<file path="src/rtl/wdog_pkg.sv">
package wdog_pkg;
    localparam int ADDR_W = 12;
    localparam int BUS_W  = 32;

    localparam logic [ADDR_W-1:0] OFS_RELOAD = 12'h000;
    localparam logic [ADDR_W-1:0] OFS_COUNT  = 12'h004;
    localparam logic [ADDR_W-1:0] OFS_CTRL   = 12'h008;
    localparam logic [ADDR_W-1:0] OFS_CLEAR  = 12'h00C;
    localparam logic [ADDR_W-1:0] OFS_RAW    = 12'h010;
    localparam logic [ADDR_W-1:0] OFS_MASKED = 12'h014;
    localparam logic [ADDR_W-1:0] OFS_KEY    = 12'hC00;

    localparam logic [BUS_W-1:0] OPEN_KEY = 32'h1ACCE551;

    // bit 0 = irq_en (also runs the counter), bit 1 = rst_en
    typedef struct packed {
        logic rst_en;
        logic irq_en;
    } ctrl_t;
endpackage

</file>
<file path="src/rtl/wdog_regs.sv">
module wdog_regs
    import wdog_pkg::*;
#(
    parameter int CNT_W = 32
) (
    input  logic              clk,
    input  logic              rst_n,
    input  logic              wr_en,
    input  logic [ADDR_W-1:0] addr,
    input  logic [BUS_W-1:0]  wdata,
    output logic [CNT_W-1:0]  reload_q,
    output logic [CNT_W-1:0]  reload_val,
    output ctrl_t             ctrl_q,
    output logic              locked_q,
    output logic              restart,
    output logic              clr
);
    typedef struct packed {
        logic             locked;
        logic [CNT_W-1:0] reload;
        ctrl_t            ctrl;
    } regs_t;

    regs_t s_d, s_q;

    always_comb begin
        s_d        = s_q;
        restart    = 1'b0;
        clr        = 1'b0;
        reload_val = s_q.reload;
        if (wr_en) begin
            case (addr)
                OFS_KEY: s_d.locked = (wdata != OPEN_KEY);
                OFS_RELOAD: if (!s_q.locked) begin
                    s_d.reload = wdata[CNT_W-1:0];
                    reload_val = wdata[CNT_W-1:0];
                    restart    = 1'b1;
                end
                OFS_CTRL: if (!s_q.locked) s_d.ctrl = ctrl_t'(wdata[1:0]);
                OFS_CLEAR: if (!s_q.locked) begin
                    restart = 1'b1;
                    clr     = 1'b1;
                end
                default: ;
            endcase
        end
    end

    always_ff @(posedge clk) begin
        if (!rst_n) begin
            s_q.locked <= 1'b1;
            s_q.reload <= '1;
            s_q.ctrl   <= '0;
        end else begin
            s_q <= s_d;
        end
    end

    assign reload_q = s_q.reload;
    assign ctrl_q   = s_q.ctrl;
    assign locked_q = s_q.locked;

    p_locked_reload_r3: assert property (@(posedge clk) disable iff (!rst_n)
        (wr_en && s_q.locked && addr == OFS_RELOAD) |=> $stable(s_q.reload));
    p_locked_ctrl_r3: assert property (@(posedge clk) disable iff (!rst_n)
        (wr_en && s_q.locked && addr == OFS_CTRL) |=> $stable(s_q.ctrl));
    p_key_opens_r2: assert property (@(posedge clk) disable iff (!rst_n)
        (wr_en && addr == OFS_KEY && wdata == OPEN_KEY) |=> !s_q.locked);
endmodule

</file>
<file path="src/rtl/wdog_cnt.sv">
module wdog_cnt #(
    parameter int CNT_W = 32
) (
    input  logic             clk,
    input  logic             rst_n,
    input  logic             tick_en,
    input  logic             run,
    input  logic             arm,
    input  logic             restart,
    input  logic             clr,
    input  logic [CNT_W-1:0] reload_val,
    output logic [CNT_W-1:0] count_q,
    output logic             irq_q,
    output logic             fire_q
);
    typedef struct packed {
        logic [CNT_W-1:0] count;
        logic             irq;
        logic             fire;
    } cnt_t;

    cnt_t c_d, c_q;

    always_comb begin
        c_d = c_q;
        if (restart) begin
            // a bus restart (reload write or keep-alive) outranks an expiry
            c_d.count = reload_val;
            if (clr) c_d.irq = 1'b0;
        end else if (run && tick_en) begin
            if (c_q.count == '0) begin
                c_d.count = reload_val;
                if (c_q.irq) begin
                    if (arm) c_d.fire = 1'b1;
                end else begin
                    c_d.irq = 1'b1;
                end
            end else begin
                c_d.count = c_q.count - 1'b1;
            end
        end
    end

    always_ff @(posedge clk) begin
        if (!rst_n) begin
            c_q.count <= '1;
            c_q.irq   <= 1'b0;
            c_q.fire  <= 1'b0;
        end else begin
            c_q <= c_d;
        end
    end

    assign count_q = c_q.count;
    assign irq_q   = c_q.irq;
    assign fire_q  = c_q.fire;

    p_hold_r5: assert property (@(posedge clk) disable iff (!rst_n)
        (!run && !restart) |=> $stable(c_q.count));
    p_fire_sticky_r7: assert property (@(posedge clk) disable iff (!rst_n)
        c_q.fire |=> c_q.fire);
    p_fire_after_irq_r7: assert property (@(posedge clk) disable iff (!rst_n)
        $rose(c_q.fire) |-> $past(c_q.irq));
    p_clear_r8: assert property (@(posedge clk) disable iff (!rst_n)
        clr |=> !c_q.irq);
    p_clear_beats_fire_r8: assert property (@(posedge clk) disable iff (!rst_n)
        (clr && !c_q.fire) |=> !c_q.fire);
endmodule

</file>
<file path="src/rtl/wdog_two_stage.sv">
module wdog_two_stage
    import wdog_pkg::*;
#(
    parameter int CNT_W = 32
) (
    input  logic              clk,
    input  logic              rst_n,
    input  logic              tick_en,
    input  logic              psel,
    input  logic              penable,
    input  logic              pwrite,
    input  logic [ADDR_W-1:0] paddr,
    input  logic [BUS_W-1:0]  pwdata,
    output logic [BUS_W-1:0]  prdata,
    output logic              irq_o,
    output logic              sysrst_o
);
    localparam int PAD_W = BUS_W - CNT_W;

    logic             wr_en;
    logic [CNT_W-1:0] reload_q, reload_val, count_q;
    ctrl_t            ctrl_q;
    logic             locked_q, restart, clr, irq_q, fire_q;

    assign wr_en = psel && penable && pwrite;

    wdog_regs #(.CNT_W(CNT_W)) u_regs (
        .clk(clk), .rst_n(rst_n), .wr_en(wr_en), .addr(paddr), .wdata(pwdata),
        .reload_q(reload_q), .reload_val(reload_val), .ctrl_q(ctrl_q),
        .locked_q(locked_q), .restart(restart), .clr(clr)
    );

    wdog_cnt #(.CNT_W(CNT_W)) u_cnt (
        .clk(clk), .rst_n(rst_n), .tick_en(tick_en), .run(ctrl_q.irq_en),
        .arm(ctrl_q.rst_en), .restart(restart), .clr(clr),
        .reload_val(reload_val), .count_q(count_q), .irq_q(irq_q), .fire_q(fire_q)
    );

    always_comb begin
        prdata = '0;
        case (paddr)
            OFS_RELOAD: prdata = {{PAD_W{1'b0}}, reload_q};
            OFS_COUNT:  prdata = {{PAD_W{1'b0}}, count_q};
            OFS_CTRL:   prdata = {{(BUS_W-2){1'b0}}, ctrl_q};
            OFS_RAW:    prdata = {{(BUS_W-1){1'b0}}, irq_q};
            OFS_MASKED: prdata = {{(BUS_W-1){1'b0}}, irq_q & ctrl_q.irq_en};
            OFS_KEY:    prdata = {{(BUS_W-1){1'b0}}, locked_q};
            default:    prdata = '0;
        endcase
    end

    assign irq_o    = irq_q & ctrl_q.irq_en;
    assign sysrst_o = fire_q;

    p_irq_masked_r9: assert property (@(posedge clk) disable iff (!rst_n)
        irq_o |-> ctrl_q.irq_en);
    p_rst_needs_arm_r10: assert property (@(posedge clk) disable iff (!rst_n)
        $rose(sysrst_o) |-> $past(ctrl_q.rst_en));
endmodule

</file>
<file path="config.mk">
export PLATFORM = sky130hd
export DESIGN_NAME = wdog_two_stage
export DESIGN_NICKNAME = d
export VERILOG_FILES = /design/src/rtl/wdog_pkg.sv /design/src/rtl/wdog_regs.sv /design/src/rtl/wdog_cnt.sv /design/src/rtl/wdog_two_stage.sv
export SDC_FILE = /design/constraint.sdc
export NUM_CORES = 1
export LEC_CHECK = 0
export ABC_AREA = 1
export BUFFER_PORTS_ARGS = -buffer_cell sky130_fd_sc_hd__buf_4
export CORE_UTILIZATION = 46
export DETAILED_ROUTE_END_ITERATION = 8
export PLACE_DENSITY = 0.65
export SYNTH_ARGS = -nofsm -noshare
export SYNTH_HDL_FRONTEND = slang
export SYNTH_HIERARCHICAL = 1
export SYNTH_SLANG_ARGS = --single-unit
</file>
<file path="constraint.sdc">
create_clock -name clk -period 2.3 [get_ports clk]
set_input_delay 0.115 -clock clk [delete_from_list [all_inputs] [get_ports clk]]
set_output_delay 0.115 -clock clk [all_outputs]
set_load 0.1 [all_outputs]
</file>
Word-level counts from Yosys, hierarchy flattened
Cells that the tools add are included.

cells by class
  multiplexer cells = 16
  reduce and logical (&&, ||, !) cells = 12
  $add $sub $neg = 1
  bitwise logic cells = 3
  equality and inequality tests = 8

operator list
  operator                                                                    count
  32-bit case mux with 6 select lines                                         1
  32-bit 2-to-1 mux                                                           4
  34-bit 2-to-1 mux                                                           1
  33-bit 2-to-1 mux                                                           1
  32-bit zero test                                                            1
  32-bit by 29-bit inequality test with 1-bit output (second input constant)  1
  32-bit by 1-bit subtractor with 32-bit output (second input constant)       1
  12-bit by 4-bit == test with 1-bit output (second input constant)           2
  12-bit by 5-bit == test with 1-bit output (second input constant)           2
  12-bit == test (second input constant)                                      1
  12-bit by 3-bit == test with 1-bit output (second input constant)           1
  12-bit zero test                                                            1
  1-bit 2-to-1 mux                                                            8
  3-bit AND reduction                                                         2
  5-bit AND reduction                                                         1
  2-bit nonzero test                                                          2
  1-bit logical AND                                                           3
  2-bit 2-to-1 mux                                                            1
  2-bit by 1-bit inequality test with 1-bit output (second input constant)    1
  1-bit inverter                                                              2
  2-bit AND reduction                                                         1
  2-bit OR reduction                                                          1
  1-bit bitwise AND                                                           1

word-level totals
  logic and storage cells = 47
  output and inout port bits = 34
  register bits = 69

Logic depth before layout (Yosys ltp)
Gate-level depths: netlist of the first run.

  word-level depth = 6
  mapped depth = 14
  gate-level depth less buffers = 13

Hierarchy
The synthesis of the first run kept the hierarchy.

modules (own cells, without submodules)
  module          area each (um^2)  instances  seq. area each (um^2)  cells an instance
  wdog_cnt        2904.0            1          680.7                  486
  wdog_regs       2513.7            1          700.7                  459
  wdog_two_stage  644.4             1          0.0                    140

Worst setup path before layout of the first run
Ideal clock, no wire load.

  path type = input to register
  from = input port pwrite
  to = register u_cnt.c_q, in the netlist u_cnt/count_q[0]
  data required time = 2.178 ns
  library setup time = 0.122 ns
  setup slack = 0.307 ns
  arrival time = 1.871 ns
  cell stages on the path = 11
  cells stage by stage = and3_1 > buf_2 > inv_1 > nor2_1 > nand4_1 > o21ai_0 > inv_1 > nand2_1 > clkbuf_1 > o21ai_0 > nand3b_1

on the way
  elaborated cells between the ends (all ways) = 7
  classes of those cells = mux (5); reduce/logical (2)

RTL lines
  what                                                     line                  source
  start: declaration                                       wdog_two_stage.sv:11  input logic pwrite,
  1-bit logical AND *                                      wdog_two_stage.sv:25  assign wr_en = psel && penable && pwrite;
  1-bit 2-to-1 mux *                                       wdog_regs.sv:31       if (wr_en) begin
  net restart                                              wdog_two_stage.sv:23  logic locked_q, restart, clr, irq_q, fire_q;
  33-bit 2-to-1 mux or 2-bit nonzero test (tied branches)  --
  end: declaration                                         wdog_cnt.sv:22        cnt_t c_d, c_q;

Mark *: on every way through the listed nets, which the timed path passes. The rest lies on a longest branch. The select of a mux whose other input is x is not followed.
A chain may end at the register's enable or synchronous reset.

Worst setup path in the final report of the first run
  from = register u_regs.s_q, in the netlist u_regs/locked_q
  to = register u_cnt.c_q, in the netlist u_cnt/count_q[5]

on the way
  elaborated cells between the ends (all ways) = 10
  classes of those cells = mux (9); reduce/logical (1)

RTL lines
  what                                                     line                              source
  start: declaration                                       wdog_regs.sv:24                   regs_t s_d, s_q;
  1-bit 2-to-1 mux *                                       wdog_regs.sv:34, wdog_regs.sv:40
  1-bit 2-to-1 mux *                                       --
  1-bit 2-to-1 mux *                                       wdog_regs.sv:31
  net restart                                              wdog_two_stage.sv:23
  33-bit 2-to-1 mux or 2-bit nonzero test (tied branches)  --

Marked as above.

==> flow_metrics.py, run 1 <==
metrics = {
    "detailed_routing": {
        "drt_iter0_drc": 671,
        "vias": 6940,
        "drt-total-wl_mm": 20.3,
        "vias_per_cell": 5.22,
        "postRouteAntennaNets": 0,
        "wl_per_cell_um": 15.3,
        "drtPass1Iterations": 5,
        "drc": 0,
    },
    "timing": {
        "period_minus_slack_ps": 2120,
        "rsz0062_at_grt": "false",
        "worst_pin_slew_ps": 813,
        "slew_violations": 0,
        "slew_headroom_pct": 45.7,
        "max_freq_ghz": 0.472,
        "setup_viol": 0,
        "fin_crit_sh_pct": 92.1,
        "finalHoldViolCount": 0,
        "clock_skew_ps": 8.31,
        "fin_hold_ws_ps": 136,
        "fin_setup_tns_ps": 0,
    },
    "die": {
        "rows": 41,
        "io_pins": 84,
        "dieArea_sq_um": 13600,
        "fp.dieH_um": 117,
        "fp.dieW_um": 117,
        "initial_core_util_pct": 47.6,
        "coreArea_sq_um": 12700,
    },
    "grt": {
        "grt_pass1_wl_mm": 32.2,
        "grt_overflow": 0,
        "grt-busiest-layer": "met2",
        "grt_start_max_net_pins": 54,
        "grt_util_met2_pct": 51.6,
        "grt_pass1_vias": 6355,
        "grtUsageMet1_pct": 40.2,
        "grt_usage_pct": 31.2,
        "use_met3_pct": 4.84,
        "grt_antenna_before_repair": 0,
    },
    "synth": {
        "ys_seq_area_share_pct": 22.8,
        "synth_adder_area_share_pct": 0.413,
        "yosys.area.top_type": "nand2_1",
        "synth_simple_gate_area_share_pct": 51.4,
        "syn-num-nets": 1137,
        "synth_mux_area_share_pct": 0,
        "netlist_instances": 1085,
        "avgSynthCellArea_sq_um": 5.59,
        "yosysWarnings": 6,
        "synthXorXnorAreaFrac_pct": 1.88,
        "synthDominantCellAreaShare_pct": 24.0,
        "ys_ff_latch": 69,
        "synth_top_family_by_area": "simple AND/OR/NAND/NOR gates",
        "syn_area_sq_um": 6060,
        "synth_compound_area_share_pct": 6.91,
        "synth.area.top_cells": "nand2_1, dfxtp_1, inv_1",
        "ys_types": 34,
    },
    "critical_path": {
        "critPathKind": "register to register",
        "setup.worst_path.start": "u_regs/locked_q$_SDFFE_PN1P_",
        "critPathArrivalTime_ps": 2330,
        "worstPathCellList": "nor2_1 > nand4_1 > o21ai_1 > inv_1 > nand2_1 > inv_1 > a221oi_1 > nand3_1",
        "path_max_fanout": 6,
        "r2r_cells": 8,
        "critPathTopFamily": "simple AND/OR/NAND/NOR gates",
        "cp.required_ps": 2520,
        "cp_slowest_stage_delay_ps": 330,
        "crit_path_frequent_cell": "inv_1",
        "rr_endpoint": "u_cnt/count_q[5]$_SDFFE_PN1P_",
        "critPathSlowestCell": "dfxtp_2",
        "crit_buf_inv": 2,
        "r2r_slack_ps": 180,
        "r2r_start": "u_regs/locked_q$_SDFFE_PN1P_",
        "cp-end-kind": "register",
        "worst_setup_path_start_kind": "register",
        "worst-path-stages": 8,
        "worstSetupEndpoint": "u_cnt/count_q[5]$_SDFFE_PN1P_",
    },
    "placed_design": {
        "placed_cell_area_sq_um": 6820,
        "portBuffers": 83,
        "place_congestion": 1.00,
        "hpwl_mm": 14.8,
    },
    "cts": {
        "ctsHoldBuffers": 0,
        "cts_made_buffers": 9,
        "path_clk_slew_ps": 60,
        "worst_skew_pair.late_latency_ps": 350,
        "cts_htree_levels": 3,
        "cts_sinks": 69,
        "cts_resized": 0,
        "clockRootBuffer": "clkbuf_16",
        "clockBufferDepth": 2,
        "cts_tree": "yes",
        "cts_setup_buffers": 0,
    },
    "power_and_ir_drop": {
        "ir_drop_mv": 0.346,
        "fin_total_pwr_w": 0.00269,
        "pwr_density_cell_nw_per_um2": 380,
        "p_leak_nw": 3.90,
    },
    "layout": {
        "syn2layout_area_growth_pct": 16.9,
        "fin_area_sq_um": 7090,
        "fin_nets": 1206,
        "fin_util_pct": 55.7,
        "drive_gt1_share_pct": 15.0,
        "antennaDiodeCount": 0,
    },
    "min_path": {
        "hold_path_class": "primary input to register",
    },
    "status": {
        "status": "finished, final reports clean",
    },
    "job": {
        "cap_viol_max_count": 0,
    },
}
[kinds of logic after synthesis]
group	Yosys count
buffers and inverters	239
AOI/OAI and AO/OA	70
and+or+nand+nor	692
adders and majority gates	2
DFF	69
xor gates and xnor gates	13
[layout make-up]
| type | instances | area (sq um) |
|---|---|---|
| repair buffers | 103 | 823 |
| inverters | 194 | 728 |
| multi-input cells | 777 | 3670 |
| flip-flops and latches | 69 | 1380 |
| fillers | 1435 | 5630 |
| well taps | 172 | 215 |
| clock inverters | 1 | 7.51 |
| clock buffers | 13 | 260 |
[synthesized netlist by cell type, drive strengths merged]
library cell and number:
a21oi 30, dfxtp 69, nor3 3, a221oi 5, clkbuf 14, a21boi 1
xor2 11, o21bai 1, xnor2 2, o21ai 22, inv 193, nor2 145
nand3 66, and2 14, and3 2, o221ai 11, nand4 41, clkinv 1
nand3b 15, nand2 406, buf 31, ha 2
[cells in the final DEF, fill, tap and decap left out, types with 15 or more instances in the layout]
cell / instances
nand2_1: 388
inv_1: 189
nor2_1: 116
buf_4: 99
dfxtp_1: 68
nand3_1: 63
nand4_1: 41
a21oi_1: 30
o21ai_0: 21
nand2_2: 18
nor2_2: 17
nand3b_1: 15
[worst min-delay path by stage]
stage / start / to / slack (ps) / cells after the start
floorplan: rst_n / u_cnt/count_q[16]$_SDFFE_PN1P_ / 280 / 2
global placement: u_cnt/fire_q$_SDFFE_PN0P_ / u_cnt/fire_q$_SDFFE_PN0P_ / 450 / 2
detailed placement: u_cnt/fire_q$_SDFFE_PN0P_ / u_cnt/fire_q$_SDFFE_PN0P_ / 460 / 2
CTS: pwdata[0] / u_regs/ctrl_q[0]$_SDFFE_PN0P_ / 120 / 5
global route: pwdata[1] / u_regs/ctrl_q[1]$_SDFFE_PN0P_ / 170 / 5
finish: pwdata[0] / u_regs/ctrl_q[0]$_SDFFE_PN0P_ / 140 / 5
[sequential cells by signal, indices dropped and copies added, names as in the netlist]
signal / cells
u_regs/ctrl_q: 2
u_cnt/count_q: 32
u_regs/reload_q: 32
u_cnt/fire_q: 1
u_regs/locked_q: 1
u_cnt/irq_q: 1
[worst register-to-register path: stages (launching register included)]
cell      delay, ps
dfxtp_2         330
nor2_1          240
nand4_1         150
o21ai_1         330
inv_1           120
nand2_1         240
inv_1           180
a221oi_1        270
nand3_1         120
[through the flow]
stage               cells  worst slack, ps
global placement     1315              224
floorplan            1085              307
detailed placement   1315              209
finish               1329              182
global route         1329             65.7
CTS                  1329              256
[report_power, final]
group | leakage [nW] | internal [W] | switching (W)
logic | 3.21 | 0.0000766 | 0.000101
registers | 0.558 | 0.00120 | 0.000000000960
clock network | 0.128 | 0.000778 | 0.000542
[routing by layer]
layer  up-vias  part of all wire [%]  wire length, um
met5         -                     0                0
met4         0                   3.8              772
met3        48                   6.5             1330
met2       302                    45             9180
met1      3128                    44             9030
li1       3462                     -                -
(Power assumes the default switching activity.)
==> inputs of run 2 (changes only) <==
Settings changed: CORE_UTILIZATION 46 to 40, PLACE_DENSITY 0.65 to 0.58.
==> run 2 against run 1 <==
Net effect:
- the flow now finishes with violations (DRC)
- clock power increased by 27%
- worst hold slack got worse by 37 ps
- critical path depth unchanged
- first-iteration DRC count decreased by 14%
- sequential cell count unchanged
- clock skew decreased by 1.7 ps
- utilization decreased by 6.7 points
- via count decreased by 2.8%
- register-to-register slack improved by 98 ps
- critical path type unchanged
- critical endpoint is now u_cnt/count_q[16]$_SDFFE_PN1P_
==> flow_metrics.py, run 2 (synthesis gave the netlist of run 1 again) <==
metrics = {
    "detailed_routing": {
        "drt-total-wl_mm": 20.3,
        "wl_per_cell_um": 15.1,
        "vias": 6748,
        "vias_per_cell": 5.01,
        "drt_iter0_drc": 580,
        "postRouteAntennaNets": 0,
        "drc": 2,
        "drtPass1Iterations": 9,
    },
    "timing": {
        "rsz0062_at_grt": "false",
        "max_freq_ghz": 0.495,
        "fin_crit_sh_pct": 87.8,
        "clock_skew_ps": 6.65,
        "worst_pin_slew_ps": 816,
        "slew_violations": 0,
        "setup_viol": 0,
        "fin_setup_tns_ps": 0,
        "period_minus_slack_ps": 2020,
        "slew_headroom_pct": 45.5,
        "layout_setup_ws_ps": 280,
        "finalHoldViolCount": 0,
    },
    "critical_path": {
        "path_max_fanout": 12,
        "cp_slowest_stage_delay_ps": 340,
        "critPathSlowestCell": "dfxtp_2",
        "critPathKind": "register to register",
        "r2r_slack_ps": 280,
        "rr_endpoint": "u_cnt/count_q[16]$_SDFFE_PN1P_",
        "cp-end-kind": "register",
        "r2r_cells": 8,
        "worstPathCellList": "nor2_1 > nand4_1 > o21ai_1 > inv_1 > nand2_1 > buf_4 > o221ai_1 > o21bai_2",
        "cp.required_ps": 2540,
        "critPathArrivalTime_ps": 2260,
        "r2r_start": "u_regs/locked_q$_SDFFE_PN1P_",
        "worst_setup_path_start_kind": "register",
    },
    "cts": {
        "cts_setup_buffers": 0,
        "clockRootBuffer": "clkbuf_16",
        "cts_sinks": 69,
        "ctsHoldBuffers": 0,
        "cts_made_buffers": 9,
        "cts_htree_levels": 3,
        "path_clk_slew_ps": 60,
        "worst_skew_pair.late_latency_ps": 360,
        "cts_resized": 0,
        "cts_tree": "yes",
        "clockBufferDepth": 2,
    },
    "die": {
        "io_pins": 84,
        "initial_core_util_pct": 41.4,
        "dieArea_sq_um": 15700,
        "rows": 44,
        "fp.dieW_um": 125,
        "coreArea_sq_um": 14600,
        "fp.dieH_um": 125,
    },
    "power_and_ir_drop": {
        "pwr-share-clk_pct": 55.0,
        "pwr_density_cell_nw_per_um2": 426,
        "p_seq_share_pct": 39.1,
        "p_leak_nw": 3.96,
        "internal_power_w": 0.00234,
        "power_frac_comb_pct": 5.9,
        "p_sw_w": 0.000719,
        "ir_drop_mv": 0.326,
        "swShare_pct": 23.5,
        "fin_total_pwr_w": 0.00306,
    },
    "placed_design": {
        "place_ws_ps": 290,
        "portBuffers": 83,
        "hpwl_mm": 15.6,
        "place_congestion": 0.910,
    },
    "grt": {
        "grt_overflow": 0,
        "grt_pass1_wl_mm": 32.7,
        "grt_usage_pct": 26.6,
        "grt_antenna_before_repair": 0,
        "grt_start_max_net_pins": 54,
        "grt_pass1_vias": 6162,
    },
    "layout": {
        "final_common_cell": "nand2_1",
        "antennaDiodeCount": 0,
        "syn2layout_area_growth_pct": 18.5,
        "fin_util_pct": 49.1,
        "fin_nets": 1211,
        "drive_gt1_share_pct": 15.6,
        "mostFrequentLayoutCells": "nand2_1, inv_1, nor2_1, buf_4, dfxtp_1",
    },
    "min_path": {
        "hp-start": "rst_n",
        "holdPathEnd": "u_cnt/count_q[27]$_SDFFE_PN1P_",
        "hold_depth": 4,
        "hold_path_class": "primary input to register",
    },
    "status": {
        "status": "finished, violations left",
        "violations": "DRC",
    },
    "job": {
        "cap_viol_max_count": 0,
    },
}
==> run 2: area by class of cell <==
cell class	count	area [sq um]
fill	1636	7460
tap	184	230
inverter	194	728
clock buffer	9	225
multi-input combinational	777	3670
timing repair buffer	108	823
clock inverter	7	121
sequential	69	1380
==> run 2: routing by layer <==
metal  up-vias  GRT usage (%)  part of all wire [%]
met4         0           8.11                   1.8
met1      3024           37.6                    47
met2       221           41.3                    44
li1       3476              -                     -
met5         -              0                     0
met3        27           4.45                   6.7
==> run 2: power groups by stage <==
stage	combinational, W	clock, W	sequential [W]
3_3_place_gp	0.000178	0	0.00122
5_1_grt	0.000196	0.00176	0.00119
6_report	0.000180	0.00168	0.00119
4_1_cts	0.000179	0.00170	0.00119
3_5_place_dp	0.000179	0	0.00122
2_1_floorplan	0.0000758	0	0.00122
==> run 2: critical path, delay by kind of cell, from the launching register on <==
| kind | cells | cell delay (ps) |
|---|---|---|
| buffers and inverters | 2 | 290 |
| flip-flops | 1 | 340 |
| AND/OR/NAND/NOR | 3 | 620 |
| AO/OA/AOI/OAI | 3 | 640 |
==> run 2: through the flow <==
| stage | area [sq um] | cells | hold WS (ps) |
|---|---|---|---|
| after floorplan | 6060 | 1085 | 284 |
| after global placement | 6840 | 1332 | 449 |
| after detailed placement | 6840 | 1332 | 461 |
| after CTS | 7180 | 1348 | 94.6 |
| after global routing | 7180 | 1348 | 114 |
| final | 7180 | 1348 | 98.8 |
==> run 2: worst max-delay path by stage <==
stage	from	to	slack [ps]	cells after the start
after floorplan	pwrite	u_cnt/count_q[0]$_SDFFE_PN1P_	310	11
after global placement	pwrite	u_cnt/count_q[16]$_SDFFE_PN1P_	280	11
after detailed placement	pwrite	u_cnt/count_q[16]$_SDFFE_PN1P_	290	11
after CTS	u_regs/locked_q$_SDFFE_PN1P_	u_cnt/count_q[16]$_SDFFE_PN1P_	340	8
after global routing	u_regs/locked_q$_SDFFE_PN1P_	u_cnt/count_q[16]$_SDFFE_PN1P_	130	8
final	u_regs/locked_q$_SDFFE_PN1P_	u_cnt/count_q[16]$_SDFFE_PN1P_	280	8
